`src/rtl/uart_regbank_pkg.sv`:
```
`timescale 1ns/1ps
package uart_regbank_pkg;

    localparam int DATA_W   = 32;
    localparam int NUM_REGS = 12;
    localparam int NUM_IRQ  = 4;

    // Word indices of the register slots (byte offset = index * 4)
    localparam int RG_ISTATE   = 0;
    localparam int RG_IENABLE  = 1;
    localparam int RG_ITEST    = 2;
    localparam int RG_CTRL     = 3;
    localparam int RG_STATUS   = 4;
    localparam int RG_RXDATA   = 5;
    localparam int RG_TXDATA   = 6;
    localparam int RG_FIFOCTL  = 7;
    localparam int RG_FIFOSTAT = 8;
    localparam int RG_OVRD     = 9;
    localparam int RG_VAL      = 10;
    localparam int RG_TMO      = 11;

    // Pending-bit positions
    localparam int IRQ_TXWM    = 0;
    localparam int IRQ_RXWM    = 1;
    localparam int IRQ_TXEMPTY = 2;
    localparam int IRQ_RXOVF   = 3;

    // Control word fields
    localparam int CTRL_TXEN = 0;
    localparam int CTRL_RXEN = 1;
    localparam int NCO_LSB   = 16;
    localparam int NCO_W     = 16;
    localparam logic [DATA_W-1:0] CTRL_MASK    = 32'hFFFF_03F7;
    localparam logic [DATA_W-1:0] FIFOCTL_MASK = 32'h0000_007F;

    // Status word fields
    localparam int ST_W       = 6;
    localparam int ST_TXFULL  = 0;
    localparam int ST_RXFULL  = 1;
    localparam int ST_TXEMPTY = 2;
    localparam int ST_RSVD    = 3;
    localparam int ST_RXIDLE  = 4;
    localparam int ST_RXEMPTY = 5;
    localparam logic [ST_W-1:0] STATUS_RST = 6'b110100;

    typedef struct packed {
        logic                rd;
        logic                wr;
        logic [NUM_REGS-1:0] sel;
    } bus_dec_t;

    function automatic logic wr_hit(input bus_dec_t d, input int idx);
        return d.wr && d.sel[idx];
    endfunction

    function automatic logic rd_hit(input bus_dec_t d, input int idx);
        return d.rd && d.sel[idx];
    endfunction

endpackage

```
`src/rtl/uart_bus_decode.sv`:
```
`timescale 1ns/1ps
module uart_bus_decode
    import uart_regbank_pkg::*;
#(
    parameter int ADDR_W = 6
) (
    input  logic              valid,
    input  logic              write,
    input  logic [ADDR_W-1:0] addr,
    output bus_dec_t          dec
);
    localparam int IDX_W = ADDR_W - 2;

    logic aligned;
    assign aligned = (addr[1:0] == 2'b00);

    assign dec.rd = valid && !write;
    assign dec.wr = valid && write;

    // Select lines: one per slot; out-of-map or misaligned hits none
    for (genvar i = 0; i < NUM_REGS; i++) begin : g_sel
        assign dec.sel[i] = valid && aligned && (addr[ADDR_W-1:2] == IDX_W'(i));
    end
endmodule

```
`src/rtl/uart_irq_ctrl.sv`:
```
`timescale 1ns/1ps
module uart_irq_ctrl
    import uart_regbank_pkg::*;
#(
    parameter int N = NUM_IRQ
) (
    input  logic         clk,
    input  logic         rst,
    input  logic         clr_we,
    input  logic         set_we,
    input  logic         en_we,
    input  logic [N-1:0] wval,
    input  logic [N-1:0] hw_set,
    output logic [N-1:0] state_q,
    output logic [N-1:0] en_q,
    output logic [N-1:0] irq
);
    logic [N-1:0] clr_vec, frc_vec;

    assign clr_vec = clr_we ? wval : '0;
    assign frc_vec = set_we ? wval : '0;

    always_ff @(posedge clk) begin
        if (rst) begin
            state_q <= '0;
            en_q    <= '0;
        end else begin
            // Hardware events and forcing writes take priority over clearing
            state_q <= (state_q & ~clr_vec) | frc_vec | hw_set;
            if (en_we) en_q <= wval;
        end
    end

    for (genvar k = 0; k < N; k++) begin : g_line
        assign irq[k] = state_q[k] & en_q[k];
    end
endmodule

```
`src/rtl/uart_status_reg.sv`:
```
`timescale 1ns/1ps
module uart_status_reg
    import uart_regbank_pkg::*;
(
    input  logic            clk,
    input  logic            rst,
    input  logic            tx_full,
    input  logic            rx_full,
    input  logic            tx_empty,
    input  logic            rx_latch,
    input  logic            rx_rearm,
    output logic [ST_W-1:0] status_q
);
    always_ff @(posedge clk) begin
        if (rst) begin
            status_q <= STATUS_RST;
        end else begin
            status_q[ST_TXFULL]  <= tx_full;
            status_q[ST_RXFULL]  <= rx_full;
            status_q[ST_TXEMPTY] <= tx_empty;
            status_q[ST_RSVD]    <= 1'b0;
            if (rx_latch) begin
                status_q[ST_RXIDLE]  <= 1'b0;
                status_q[ST_RXEMPTY] <= 1'b0;
            end else if (rx_rearm) begin
                status_q[ST_RXIDLE]  <= 1'b1;
                status_q[ST_RXEMPTY] <= 1'b1;
            end
        end
    end
endmodule

```
`src/rtl/uart_regbank.sv`:
```
`timescale 1ns/1ps
module uart_regbank
    import uart_regbank_pkg::*;
#(
    parameter int ADDR_W = 6,
    parameter int LVL_W  = 5
) (
    input  logic                clk,
    input  logic                rst,
    input  logic                req_valid,
    input  logic                req_write,
    input  logic [ADDR_W-1:0]   req_addr,
    input  logic [DATA_W-1:0]   req_wdata,
    output logic [DATA_W-1:0]   rd_data,
    input  logic [NUM_IRQ-1:0]  irq_set,
    input  logic                tx_full_in,
    input  logic                rx_full_in,
    input  logic                tx_empty_in,
    input  logic                rx_byte_valid,
    input  logic [7:0]          rx_byte,
    input  logic [LVL_W-1:0]    tx_level,
    output logic [NUM_IRQ-1:0]  irq,
    output logic                tx_enable,
    output logic                rx_enable,
    output logic [NCO_W-1:0]    baud_nco,
    output logic                tx_push,
    output logic [7:0]          tx_byte,
    output logic                rx_pop
);
    bus_dec_t dec;

    logic [NUM_IRQ-1:0] istate_q, ien_q;
    logic [ST_W-1:0]    status_q;
    logic [DATA_W-1:0]  ctrl_q, fifo_q, ovrd_q, tmo_q;
    logic [7:0]         rxd_q;
    logic [DATA_W-1:0]  rb [NUM_REGS];

    uart_bus_decode #(.ADDR_W(ADDR_W)) u_dec (
        .valid (req_valid),
        .write (req_write),
        .addr  (req_addr),
        .dec   (dec)
    );

    uart_irq_ctrl #(.N(NUM_IRQ)) u_irq (
        .clk     (clk),
        .rst     (rst),
        .clr_we  (wr_hit(dec, RG_ISTATE)),
        .set_we  (wr_hit(dec, RG_ITEST)),
        .en_we   (wr_hit(dec, RG_IENABLE)),
        .wval    (req_wdata[NUM_IRQ-1:0]),
        .hw_set  (irq_set),
        .state_q (istate_q),
        .en_q    (ien_q),
        .irq     (irq)
    );

    // Datapath strobes
    assign tx_push = wr_hit(dec, RG_TXDATA);
    assign tx_byte = req_wdata[7:0];
    assign rx_pop  = rd_hit(dec, RG_RXDATA) && ctrl_q[CTRL_RXEN];

    uart_status_reg u_stat (
        .clk      (clk),
        .rst      (rst),
        .tx_full  (tx_full_in),
        .rx_full  (rx_full_in),
        .tx_empty (tx_empty_in),
        .rx_latch (rx_byte_valid),
        .rx_rearm (rx_pop),
        .status_q (status_q)
    );

    // Stored configuration and receive data
    always_ff @(posedge clk) begin
        if (rst) begin
            ctrl_q <= '0;
            fifo_q <= '0;
            ovrd_q <= '0;
            tmo_q  <= '0;
            rxd_q  <= '0;
        end else begin
            if (wr_hit(dec, RG_CTRL))    ctrl_q <= req_wdata & CTRL_MASK;
            if (wr_hit(dec, RG_FIFOCTL)) fifo_q <= req_wdata & FIFOCTL_MASK;
            if (wr_hit(dec, RG_OVRD))    ovrd_q <= req_wdata;
            if (wr_hit(dec, RG_TMO))     tmo_q  <= req_wdata;
            if (rx_byte_valid)           rxd_q  <= rx_byte;
        end
    end

    assign tx_enable = ctrl_q[CTRL_TXEN];
    assign rx_enable = ctrl_q[CTRL_RXEN];
    assign baud_nco  = ctrl_q[NCO_LSB +: NCO_W];

    // Readback: one value per slot, OR-combined through the one-hot select
    always_comb begin
        rb[RG_ISTATE]   = DATA_W'(istate_q);
        rb[RG_IENABLE]  = DATA_W'(ien_q);
        rb[RG_ITEST]    = '0;
        rb[RG_CTRL]     = ctrl_q;
        rb[RG_STATUS]   = DATA_W'(status_q);
        rb[RG_RXDATA]   = DATA_W'(rxd_q);
        rb[RG_TXDATA]   = '0;
        rb[RG_FIFOCTL]  = fifo_q;
        rb[RG_FIFOSTAT] = DATA_W'(tx_level);
        rb[RG_OVRD]     = ovrd_q;
        rb[RG_VAL]      = '0;
        rb[RG_TMO]      = tmo_q;
    end

    always_comb begin
        rd_data = '0;
        for (int i = 0; i < NUM_REGS; i++) begin
            if (rd_hit(dec, i)) rd_data = rd_data | rb[i];
        end
    end
endmodule

```
`config.mk`:
```
export PLATFORM = sky130hd
export DESIGN_NAME = uart_regbank
export DESIGN_NICKNAME = d
export VERILOG_FILES = /design/src/rtl/uart_regbank_pkg.sv /design/src/rtl/uart_bus_decode.sv /design/src/rtl/uart_irq_ctrl.sv /design/src/rtl/uart_status_reg.sv /design/src/rtl/uart_regbank.sv
export SDC_FILE = /design/constraint.sdc
export NUM_CORES = 1
export LEC_CHECK = 0
export ABC_AREA = 1
export BUFFER_PORTS_ARGS = -buffer_cell sky130_fd_sc_hd__buf_2
export CORE_MARGIN = 2
export CORE_UTILIZATION = 45
export DETAILED_ROUTE_END_ITERATION = 10
export GPL_TIMING_DRIVEN = 0
export PLACE_DENSITY = 0.77
export SLEW_MARGIN = 10
export SYNTH_ARGS = -nofsm -noshare
export SYNTH_HDL_FRONTEND = slang
export SYNTH_SLANG_ARGS = --single-unit
```
`constraint.sdc`:
```
create_clock -name clk -period 1.55 [get_ports clk]
set_input_delay 0.2325 -clock clk [delete_from_list [all_inputs] [get_ports clk]]
set_output_delay 0.2325 -clock clk [all_outputs]
set_load 0.01 [all_outputs]
```
==> flow_summary.toml <==
[min_path]
hold_start = "tx_full_in"
hold_path.class = "primary input to flip-flop"
holdPathEnd = "u_stat.status_q[0]$_SDFF_PP0_"
hold_depth = 3

[setup_path]
crit_required_ps = 1320
critical_path_class = "primary input to primary output"
rrSetupSlack_ps = 740
cp_common_cell = "buf_6"
worstPathCellList = "buf_6 > nor2_4 > buf_6 > nand3_4 > buf_6 > nor2_4 > nand2_1 > o21ai_1 > nor2_1 > nand2_1 > buf_2"
worstPathMaxFanout = 6
rr_endpoint = "u_stat.status_q[4]$_SDFFE_PP1P_"
reg2reg_depth = 4
critical-path-max-stage-delay_ps = 200
slowest_stage = "nor2_4"
crit-reg2reg-launch = "ctrl_q[1]$_SDFFE_PP0P_"
start_kind = "primary input"
crit_arrival_ps = 1430
crit_path_end_kind = "primary output"

[synthesis]
synthFlopType = "dfxtp_1"
synth_top_area_share_pct = 43.7
synth_most_common_cell = "nor2_1"
syn-instance-count = 768
synth_commonest_cells = "nor2_1 (131), nand2_1 (125), dfxtp_1 (116)"
synth_edf_count = 0
netlist_top_cells_area = "dfxtp_1 (44%), nor2_1 (9.3%), nand2_1 (8.8%), o21ai_0 (8.0%), a21oi_1 (6.0%)"
post_synth.cell_area_avg_um2 = 6.91
ys_types = 24
syn_nets = 831
syn_area_mm2 = 0.00531
async_flop_share_pct = 0
yosysTopAreaCell = "dfxtp_1"
synth_seq_area_share_pct = 43.7
yosysWarnings = 0
synth-seq-cells = 116

[clocking]
insertion_delay_ps = 420
ctsHtreeMaxLevel = 4
clock-sinks = 116
cts_buffers = 17
ctsLongestPathBuffers = 2
clkTransAtPathRegs_ps = 60
cts_hold_buf = 0
root_buffer = "clkbuf_16"
cts_tree = "done"

[timing]
worstMarginPinSlew_ps = 658
max_slew_margin_pct = 56.1
setup_viol_count_final = 27
rsz0062_at_grt = "true"
hold_viol = 0
clock.fmax_mhz = 603
skew_ps = 0.00824
setup_ws_ps = -109
period_needed_ps = 1660
min_period_over_period_pct = 107
slew_viol_final = 0

[outcome]
status = "finished, violations left"
violations = "setup timing"

[drt]
drt_wl_total_um = 16900
vias_per_cell = 5.22
drt_iter0_markers = 603
firstDrtPassIters = 5
post-route-drc-count = 0
wl_per_cell_um = 15.4
dr_total_vias = 5717
drt.antenna.violating_nets = 0

[power_and_ir_drop]
power_density_mw_per_mm2 = 1030
vdd_ir_drop_max_v = 0.000912
total_leakage_power_nw = 3.20
p_total_mw = 7.52

[grt]
grt_max_degree = 17
grt_pass1_vias = 5387
grt_overflow = 0
grt_antenna_before_repair = 0
grt_pass1_wl_um = 26500
grt_usage_pct = 26.3

[placement]
dp_hpwl_um = 11000
port_buffers = 126
place_area_mm2 = 0.00612
gp_congestion = 0.883

[cells_and_area]
final_area_mm2 = 0.00733
layout-drive-gt1-share_pct = 31.7
antenna_cells = 0
syn2layout_area_growth_pct = 38.0
nets = 1003

[die]
io_pins = 127
coreArea_mm2 = 0.0115
start_util_pct = 46.3
die_w_um = 113
dieArea_mm2 = 0.0127
die_y_um = 113
rows = 39

[job]
max_cap_viol_count = 0
-- cell type report --
cell class / count / area, um^2
fill: 924 / 4140
tap: 143 / 179
sequential: 116 / 2320
inverter: 68 / 263
timing repair buffer: 152 / 907
clock buffer: 19 / 433
clock inverter: 13 / 175
buffer: 66 / 448
multi-input combinational: 519 / 2600
-- metal layers --
| layer | global-route usage [%] | share of wire (%) | vias to the layer above |
|---|---|---|---|
| met2 | 43.2 | 48 | 289 |
| met1 | 34.1 | 42 | 2573 |
| met4 | 9.35 | 2.1 | 0 |
| met5 | 0 | 0 | - |
| li1 | - | - | 2816 |
| met3 | 5.67 | 8.6 | 39 |
-- kinds of logic (layout without fill, tap and decap cells) --
family          count (synthesis)  in the layout  share of synthesized area (%)
flops                         116            116                           43.7
simple gates                  338            339                           26.6
compound gates                180            180                           17.8
buf+inv                       134            318                           11.8
-- stage by stage --
step | utilization (%) | cells | worst slack (ps) | TNS [ps] | hold slack, ps
floorplan | - | 768 | 94.7 | 0 | 336
global placement | 53.4 | 1037 | -445 | -20780 | 433
detailed placement | 53.4 | 1037 | -436 | -20850 | 438
CTS | 62.6 | 1092 | -120 | -1890 | 13.3
global route | 63.9 | 1096 | -194 | -3990 | 21.9
finish | 63.9 | 1096 | -109 | -1920 | 8.18
-- flip-flops by register name (all words and copies together), names as in the netlist --
signal,count
ctrl_q,25
fifo_q,7
ovrd_q,32
rxd_q,8
tmo_q,32
u_irq.en_q,4
u_irq.state_q,4
u_stat.status_q,4
-- worst max-delay path by stage --
stage                           start     endpoint  cells after the start
after CTS                 req_addr[0]   rd_data[8]                      9
final                     req_addr[1]   rd_data[6]                     11
after floorplan           req_addr[1]   rd_data[3]                      8
after global routing      req_addr[1]   rd_data[6]                     11
after detailed placement  req_addr[1]  rd_data[30]                      8
after global placement    req_addr[1]  rd_data[30]                      8
-- critical path, delay by kind of cell --
family / cells / cell delay, ps
AND/OR/NAND/NOR: 6 / 630
AO/OA/AOI/OAI: 1 / 90
buffers and inverters: 4 / 480
-- where the power goes --
part / internal [mW] / switching [mW] / total (mW)
Sequential: 3.02 / 0.0194 / 3.04
Clock: 2.55 / 1.48 / 4.03
Combinational: 0.169 / 0.282 / 0.451
-- repair_timing --
action,4_1_cts,5_1_grt
pin swaps,32,32
resized for setup,88,47
setup buffers,19,4
gates cloned,4,0
endpoints found under the setup margin,33,61
-- cells in the final DEF (no fill, tap or decap) --
master,instances
a21oi_1,64
and3_1,1
buf_1,3
buf_2,125
buf_4,46
buf_6,21
buf_8,4
bufinv_16,3
clkbuf_1,17
clkbuf_16,17
clkbuf_2,4
clkinv_1,1
clkinv_4,6
clkinvlp_4,2
dfxtp_1,116
inv_1,58
inv_2,7
inv_4,1
inv_6,3
nand2_1,100
nand2_2,25
nand2_4,3
nand2_8,1
nand3_1,51
nand3_2,13
nand3_4,1
nand4_1,2
nor2_1,122
nor2_2,6
nor2_4,11
nor3_2,1
nor3b_1,1
o211ai_1,18
o21ai_0,77
o21ai_1,20
o21ai_2,1
or2_2,1
Power figures use the tool's default switching activity.
